File: src/rtl/irq_route_pkg.sv
package irq_route_pkg;
  localparam int NUM_SRC       = 64;
  localparam int ADDR_W        = 12;
  localparam int DATA_W        = 32;
  localparam int ROUTE_IRQ_BIT = 5;
  localparam int ROUTE_FIQ_BIT = 6;
  localparam int SEL_PEND_BIT  = 6;
  localparam logic [ADDR_W-1:0] SEL_ADDR = 12'h104;

  typedef enum logic [1:0] {
    RD_NONE = 2'd0,
    RD_CFG  = 2'd1,
    RD_SEL  = 2'd2
  } rd_kind_e;
endpackage

File: src/rtl/irq_cfg_bank.sv
module irq_cfg_bank #(
  parameter int NUM_SRC = 64,
  parameter int IDX_W   = $clog2(NUM_SRC)
) (
  input  logic               clk,
  input  logic               rst_n,
  input  logic               wr_en,
  input  logic [IDX_W-1:0]   wr_idx,
  input  logic               wr_irq,
  input  logic               wr_fiq,
  output logic [NUM_SRC-1:0] irq_en,
  output logic [NUM_SRC-1:0] fiq_en
);
  for (genvar g = 0; g < NUM_SRC; g++) begin : g_src
    always_ff @(posedge clk) begin
      if (!rst_n) begin
        irq_en[g] <= 1'b0;
        fiq_en[g] <= 1'b0;
      end else if (wr_en && (wr_idx == IDX_W'(g))) begin
        irq_en[g] <= wr_irq;
        fiq_en[g] <= wr_fiq;
      end
    end
  end


  cfg_write_lands_chk: assert property (@(posedge clk) disable iff (!rst_n)
    wr_en |=> (irq_en[$past(wr_idx)] == $past(wr_irq)) && (fiq_en[$past(wr_idx)] == $past(wr_fiq)));


  cfg_hold_chk: assert property (@(posedge clk) disable iff (!rst_n)
    !wr_en |=> $stable(irq_en) && $stable(fiq_en));
endmodule

File: src/rtl/irq_pend_select.sv
module irq_pend_select #(
  parameter int NUM_SRC = 64,
  parameter int IDX_W   = $clog2(NUM_SRC)
) (
  input  logic               clk,
  input  logic               rst_n,
  input  logic [NUM_SRC-1:0] active,
  output logic               pend,
  output logic [IDX_W-1:0]   num
);
  always_comb begin
    pend = 1'b0;
    num  = '0;
    for (int i = NUM_SRC - 1; i >= 0; i--) begin
      if (active[i]) begin
        pend = 1'b1;
        num  = IDX_W'(i);
      end
    end
  end

  logic [NUM_SRC-1:0] below_mask;
  assign below_mask = (NUM_SRC'(1) << num) - NUM_SRC'(1);


  winner_active_chk: assert property (@(posedge clk) disable iff (!rst_n)
    pend |-> active[num]);


  winner_lowest_chk: assert property (@(posedge clk) disable iff (!rst_n)
    pend |-> ((active & below_mask) == '0));


  idle_zero_chk: assert property (@(posedge clk) disable iff (!rst_n)
    !pend |-> (active == '0) && (num == '0));
endmodule

File: src/rtl/irq_route_ctrl.sv
module irq_route_ctrl
  import irq_route_pkg::*;
#(
  parameter int N_SRC = NUM_SRC,
  parameter int AW    = ADDR_W,
  parameter int DW    = DATA_W
) (
  input  logic             clk,
  input  logic             rst_n,
  input  logic             reg_wr_en,
  input  logic             reg_rd_en,
  input  logic [AW-1:0]    reg_addr,
  input  logic [DW-1:0]    reg_wdata,
  output logic [DW-1:0]    reg_rdata,
  output logic             reg_rvalid,
  input  logic [N_SRC-1:0] src_i,
  output logic             irq_o,
  output logic             fiq_o
);
  localparam int IDX_W = $clog2(N_SRC);
  localparam int WORD_W = AW - 2;
  localparam logic [WORD_W-1:0] LAST_WORD = WORD_W'(N_SRC - 1);

  logic [WORD_W-1:0] word_idx;
  logic              cfg_hit;
  logic              sel_hit;
  logic [IDX_W-1:0]  src_idx;
  assign word_idx = reg_addr[AW-1:2];
  assign cfg_hit  = (word_idx <= LAST_WORD);
  assign sel_hit  = (reg_addr[AW-1:2] == SEL_ADDR[AW-1:2]);
  assign src_idx  = word_idx[IDX_W-1:0];

  logic unused_bits;
  assign unused_bits = ^{reg_addr[1:0], reg_wdata};

  logic [N_SRC-1:0] irq_en;
  logic [N_SRC-1:0] fiq_en;

  irq_cfg_bank #(.NUM_SRC(N_SRC), .IDX_W(IDX_W)) u_cfg (
    .clk    (clk),
    .rst_n  (rst_n),
    .wr_en  (reg_wr_en && cfg_hit),
    .wr_idx (src_idx),
    .wr_irq (reg_wdata[ROUTE_IRQ_BIT]),
    .wr_fiq (reg_wdata[ROUTE_FIQ_BIT]),
    .irq_en (irq_en),
    .fiq_en (fiq_en)
  );

  logic [N_SRC-1:0] active;
  logic             pend;
  logic [IDX_W-1:0] pend_num;
  assign active = src_i & (irq_en | fiq_en);

  irq_pend_select #(.NUM_SRC(N_SRC), .IDX_W(IDX_W)) u_sel (
    .clk    (clk),
    .rst_n  (rst_n),
    .active (active),
    .pend   (pend),
    .num    (pend_num)
  );

  rd_kind_e        rd_kind;
  logic [DW-1:0]   rd_word;
  always_comb begin
    if (cfg_hit)      rd_kind = RD_CFG;
    else if (sel_hit) rd_kind = RD_SEL;
    else              rd_kind = RD_NONE;
    rd_word = '0;
    unique case (rd_kind)
      RD_CFG: begin
        rd_word[ROUTE_IRQ_BIT] = irq_en[src_idx];
        rd_word[ROUTE_FIQ_BIT] = fiq_en[src_idx];
      end
      RD_SEL: begin
        rd_word[SEL_PEND_BIT] = pend;
        rd_word[IDX_W-1:0]    = pend_num;
      end
      default: rd_word = '0;
    endcase
  end

  always_ff @(posedge clk) begin
    if (!rst_n) begin
      reg_rdata  <= '0;
      reg_rvalid <= 1'b0;
      irq_o      <= 1'b0;
      fiq_o      <= 1'b0;
    end else begin
      reg_rvalid <= reg_rd_en;
      if (reg_rd_en) reg_rdata <= rd_word;
      irq_o <= |(src_i & irq_en);
      fiq_o <= |(src_i & fiq_en);
    end
  end


  rvalid_follows_chk: assert property (@(posedge clk) disable iff (!rst_n)
    reg_rd_en |=> reg_rvalid);


  rvalid_quiet_chk: assert property (@(posedge clk) disable iff (!rst_n)
    !reg_rd_en |=> !reg_rvalid);


  irq_needs_src_chk: assert property (@(posedge clk) disable iff (!rst_n)
    irq_o |-> $past(|src_i));


  fiq_needs_src_chk: assert property (@(posedge clk) disable iff (!rst_n)
    fiq_o |-> $past(|src_i));


  quiet_lines_chk: assert property (@(posedge clk) disable iff (!rst_n)
    (src_i == '0) |=> !irq_o && !fiq_o);
endmodule

File: config.mk
export PLATFORM = sky130hd
export DESIGN_NAME = irq_route_ctrl
export DESIGN_NICKNAME = d
export VERILOG_FILES = /design/src/rtl/irq_route_pkg.sv /design/src/rtl/irq_cfg_bank.sv /design/src/rtl/irq_pend_select.sv /design/src/rtl/irq_route_ctrl.sv
export SDC_FILE = /design/constraint.sdc
export NUM_CORES = 1
export LEC_CHECK = 0
export ABC_CLOCK_PERIOD_IN_PS = 3580
export BUFFER_PORTS_ARGS = -buffer_cell sky130_fd_sc_hd__clkbuf_2
export CORE_MARGIN = 3
export CORE_UTILIZATION = 57
export DETAILED_ROUTE_END_ITERATION = 10
export PLACE_DENSITY = 0.9
export SYNTH_ARGS = -nofsm -noshare
export SYNTH_HDL_FRONTEND = slang
export SYNTH_SLANG_ARGS = --single-unit
File: constraint.sdc
create_clock -name clk -period 3.58 [get_ports clk]
set_input_delay 0.716 -clock clk [delete_from_list [all_inputs] [get_ports clk]]
set_output_delay 0.716 -clock clk [all_outputs]
set_load 0.01 [all_outputs]
* Word-level counts from Yosys, hierarchy flattened *
Index checks and enable logic that the tools add are counted.

word-level totals
  flip-flop bits (word level) = 138
  latch bits = 0
  bits in writable memories = 0
  bits in read-only memories = 0
  input bits = 112
  output and inout port bits = 35
  logic and storage cells = 408
  memories kept = 0

operators by class
  $add $sub $neg = 0
  multiply operators = 0
  divide/modulo/power cells = 0
  order comparisons = 2
  eq/ne operators = 66
  shift-type cells = 0
  mux-type cells = 136
  bitwise logic cells = 4
  reduce and logical (&&, ||, !) cells = 68

operator list
  kind                                                                     number
  6-bit two-way mux                                                        64
  64-bit AND                                                               3
  6-bit equality test (second input constant)                              32
  64-bit OR reduction                                                      2
  6-bit by 5-bit equality test with 1-bit output (second input constant)   16
  1-bit two-way mux                                                        66
  1-bit logical AND                                                        65
  64-bit bitwise OR                                                        1
  6-bit by 4-bit equality test with 1-bit output (second input constant)   8
  6-bit by 3-bit equality test with 1-bit output (second input constant)   4
  1-bit binary-select mux with 6-bit select                                2
  6-bit by 2-bit equality test with 1-bit output (second input constant)   2
  10-bit by 7-bit equality test with 1-bit output (second input constant)  1
  10-bit by 6-bit <= comparator with 1-bit output (second input constant)  1
  6-bit by 7-bit < comparator with 1-bit output (second input constant)    1
  6-bit by 1-bit equality test with 1-bit output (second input constant)   1
  6-bit zero test                                                          1
  5-bit two-way mux                                                        1
  2-bit two-way mux                                                        2
  2-bit one-hot mux with 2 select lines                                    1
  2-bit by 1-bit equality test with 1-bit output (second input constant)   1
  2-bit equality test (second input constant)                              1

* Depth between registers and ports, before layout *
  depth after elaboration = 67
  mapped depth = 9
  depth with buffers taken out = 7

* Cells and area by module *
Synthesis repeated with hierarchy kept, for this count alone.

second synthesis, totals
  cell total of the unflattened synthesis = 949
  area, all modules = 8592.0 sq um

modules (own cells, without submodules)
  module           times used  cells each  area an instance (sq um)  sequential area each (sq um)
  irq_cfg_bank     1           508         4968.5                    2562.5
  irq_route_ctrl   1           301         2860.2                    200.2
  irq_pend_select  1           140         763.2                     0.0

* Least setup slack after synthesis *
Ideal clock, no wire load.

  kind = input -> register
  start = in reg_addr[2]
  end = reg reg_rdata[6]
  library setup time = 0.120 ns
  arrival = 2.726 ns
  data required time = 3.460 ns
  path slack = 0.735 ns
  stages on the path = 8
  path buffers = 3
  cells stage by stage = buf_2 -> buf_2 -> buf_2 -> mux4_2 -> mux2_2 -> o21ai_0 -> o21ai_0 -> a211o_1

between the ends
  longest elaborated chain between the ends = 5
  elaborated cells on any way between the ends = 9
  those cells by class = order compare: 1; eq/ne: 3; mux: 5

RTL lines
  what                                                                                     RTL line              text
  from (decl)                                                                              irq_route_ctrl.sv:12  input logic [AW-1:0] reg_addr,
  branches (longest 4 deep; another with 10-bit by 6-bit <= comparator with 1-bit output)  -
  2-bit one-hot mux with 2 select lines (*)                                                irq_route_ctrl.sv:70  unique case (rd_kind)
  to (signal assigned)                                                                     irq_route_ctrl.sv:91  if (reg_rd_en) reg_rdata <= rd_word;
  to (decl)                                                                                irq_route_ctrl.sv:14  output logic [DW-1:0] reg_rdata,

Every way passes the cells marked *. The select of a mux whose other input is x is not followed.
A chain may end at the register's enable or synchronous reset.

* Worst setup path after layout *
Ends and elaborated chain as after synthesis.

==> out/metrics.csv <==
stage;metric;value;unit
timing;timing.fmax;352;MHz
synth;post_synthesis_async_set_or_reset_flop_share;0;%
setup_path;worst_r2r_path_depth;7;
synth;yosysTopAreaCellShare;32.1;%
timing;final.period_utilization;79.3;%
routing;routed_via_density;6.80;
setup_path;timing.critical_path.mode_cell;sky130_fd_sc_hd__mux4_2;
final_layout;n_antenna_cell;0;
routing;final_antenna_net_count;0;
setup_path;critical_path_arrival;3160;ps
clock_network;cts_max_level;4;
timing;timing_worst_slew_pin_value;930;ps
timing;clock-skew-final;9.34;ps
place;place_hpwl;19.2;mm
floorplanning;fp.dieArea;0.0166;sq mm
synth;synth.cell_area;0.00860;sq mm
worst_hold_path;min_path_type;reg -> reg;
clock_network;cts_setup_buffers;0;
setup_path;worstSetupEndpoint;reg_rdata[6];
synth;post_synth_num_cell_types;58;
floorplanning;die_height;129;um
clock_network;cts_root_buf;sky130_fd_sc_hd__clkbuf_16;
floorplanning;number_of_core_rows;44;
global_route;grt_util_all_layers;32.4;%
pwr;peakVddDrop;0.000338;V
run_status;result_of_the_run;completed;
floorplanning;top_level_ports;147;
place;gpl.final_weighted_congestion;0.986;
pwr;report.power.total;3.53;mW
timing;drv_slew;0;
routing;drt_iter0_drc;1165;
global_route;maximum_number_of_pins_on_one_net_before_global_route_repair;78;
synth;synth.top_cells.by_count;sky130_fd_sc_hd__dfxtp_1 (138), sky130_fd_sc_hd__nand2_1 (130), sky130_fd_sc_hd__mux2i_1 (100);
setup_path;crit_path_end_kind;register;
job;max-cap-violations;0;
pwr;p_per_area;364;mW/mm^2
routing;vias;8597;
synth;synth_sequential_area_ratio;32.1;%
final_layout;final.fill_count;1161;
synth;ys_top_cells_by_area;sky130_fd_sc_hd__dfxtp_1 (32%), sky130_fd_sc_hd__mux2i_1 (12%), sky130_fd_sc_hd__mux4_2 (9.4%);
place;buffer_ports.inserted;89;
setup_path;critical_path_required;3900;ps
setup_path;timing.critical_path.slowest_stage_cell;sky130_fd_sc_hd__mux4_2;
clock_network;clock_slew_seen_by_the_registers_of_the_worst_setup_and_hold_paths;60;ps
synth;synth_flop_cell;sky130_fd_sc_hd__dfxtp_1;
setup_path;regToRegStartpoint;u_cfg.irq_en[35];
timing;timing_hold_violations_final;0;
setup_path;number_of_buffers_and_inverters_on_the_critical_path;2;
setup_path;endpoint_of_the_worst_register_to_register_path;reg_rdata[6];
setup_path;slowest_delay;540;ps
final_layout;finished_core_util;66.1;%
clock_network;cts.hold.buffers_added;0;
synth;yosys_reg_bits;138;
synth;cell_with_the_most_instances_after_synthesis;sky130_fd_sc_hd__dfxtp_1;
clock_network;clock_insertion_delay_worst_skew;430;ps
timing;report.final.setup_viol;0;
routing;drt-total-wl;26.9;mm
routing;detailedRoute.firstPassIterationCount;7;
timing;setup_tns;0;ps
global_route;number_of_antenna_violations_at_the_first_check_in_global_routing;0;
setup_path;type_of_origin_of_the_critical_path;primary input;
setup_path;critPathKind;in -> reg;
global_route;gr-total-overflow;0;
timing;final.min_clock_period;2840;ps
timing;max_slew_margin;37.7;%
setup_path;crit_path_start;reg_addr[2];
synth;average_size_of_a_mapped_cell;8.65;sq um
final_layout;synthToLayoutAreaGrowth;12.6;%
clock_network;cts.sinks;138;
routing;routed_wire_length_per_instance;21.3;um
setup_path;critPathTopFamily;multiplexers;
synth;synth_warnings;0;
setup_path;cell_breakdown_of_the_critical_path;clkbuf_2, buf_4, mux4_2, mux4_2, mux2i_1, nor3b_1, a211o_1;
final_layout;drive_above_1_share;17.2;%
synth;post_synthesis_cell_count;994;
setup_path;critical_path.max_fanout;14;
clock_network;cts_tree;done;
global_route;first_pass_grt_wire_length;42.1;mm
timing;rsz0062_at_grt;no;
floorplanning;initial_core_util;58.7;%
synth;synth-edff-count;0;
final_layout;final_net_count;1181;
setup_path;worst-path-stages;7;
synth;synth_area_leader_cell;sky130_fd_sc_hd__dfxtp_1;
clock_network;cts.repair.resized;0;
floorplanning;die_x;129;um
worst_hold_path;hold_start;reg_rdata[3];
floorplanning;coreArea;0.0146;sq mm
global_route;number_of_global_route_vias_before_repair;8143;
routing;post-route-drc-count;0;
pwr;p_leak;3.78;nW
clock_network;cts_max_path_buffers;2;
setup_path;reg2reg_slack;1060;ps
clock_network;tritoncts.num_buffers;17;
==> metrics by stage <==
stage / hold WS [ps] / area (sq um) / cells / worst slack (ps)
CTS: 482 / 9680 / 1265 / 817
global placement: 465 / 9130 / 1234 / 433
floorplan: 454 / 8690 / 1018 / 735
global route: 486 / 9680 / 1265 / 705
finish: 482 / 9680 / 1265 / 741
detailed placement: 469 / 9130 / 1234 / 378
==> area by class of cell <==
cell class	instances	area, sq um	share of cell area [%]
well taps	184	230	2.38
multi-input cells	795	5490	56.6
clock inverters	7	93.8	0.969
inverters	5	18.8	0.194
clock buffers	24	462	4.77
repair buffers	112	631	6.51
flip-flops and latches	138	2760	28.5
==> registers in the layout (all words and copies together), names as in the netlist <==
| register | cells |
|---|---|
| reg_rdata | 7 |
| u_cfg.irq_en | 64 |
| u_cfg.fiq_en | 64 |
| reg_rvalid | 1 |
| irq_o | 1 |
| fiq_o | 1 |
==> worst min-delay path by stage <==
stage | to | cells after the start | slack [ps]
2_1_floorplan | u_cfg.fiq_en[39] | 2 | 450
3_3_place_gp | reg_rdata[3] | 1 | 460
3_5_place_dp | reg_rdata[4] | 1 | 470
5_1_grt | reg_rdata[4] | 1 | 490
4_1_cts | reg_rdata[4] | 1 | 480
6_report | reg_rdata[3] | 1 | 480
==> report_power, final <==
group / switching, mW / internal, mW / leakage [nW]
Combinational: 0.173 / 0.0934 / 2.41
Sequential: 0.00119 / 1.54 / 1.11
Clock: 0.682 / 1.04 / 0.264
==> metal layers <==
metal	track usage (%)	up-vias	share of wire, %
met3	9.05	152	13
met2	49.7	718	44
met4	18.0	0	5.6
li1	-	3746	-
met1	41.1	3981	37
met5	0	-	0
==> layout by cell type (no fill, tap or decap), drive strengths merged, types with 3 or more instances in the layout <==
master    n
or4       7
o21ai    83
mux2i   100
nor2b    98
a22o      4
a31oi     6
a311oi    5
o21a      9
a21o      3
nor4     12
conb     25
buf      23
nand3    43
nor2     60
nand4     9
a21oi    21
nor3     12
nand2b    7
clkbuf  113
a22oi    64
mux4     36
dfxtp   138
a21boi   21
and2      3
o31ai     5
inv       3
clkinv    5
nor3b     3
nand2   135
==> cells by family after synthesis <==
logic type	after synthesis	share of synthesized area, %
buf+inv	85	5.21
other cells	1	0.0436
simple gates	395	23.3
mux	137	21.2
compound gates	238	18.1
flops	138	32.1
(Power assumes the default switching activity.)
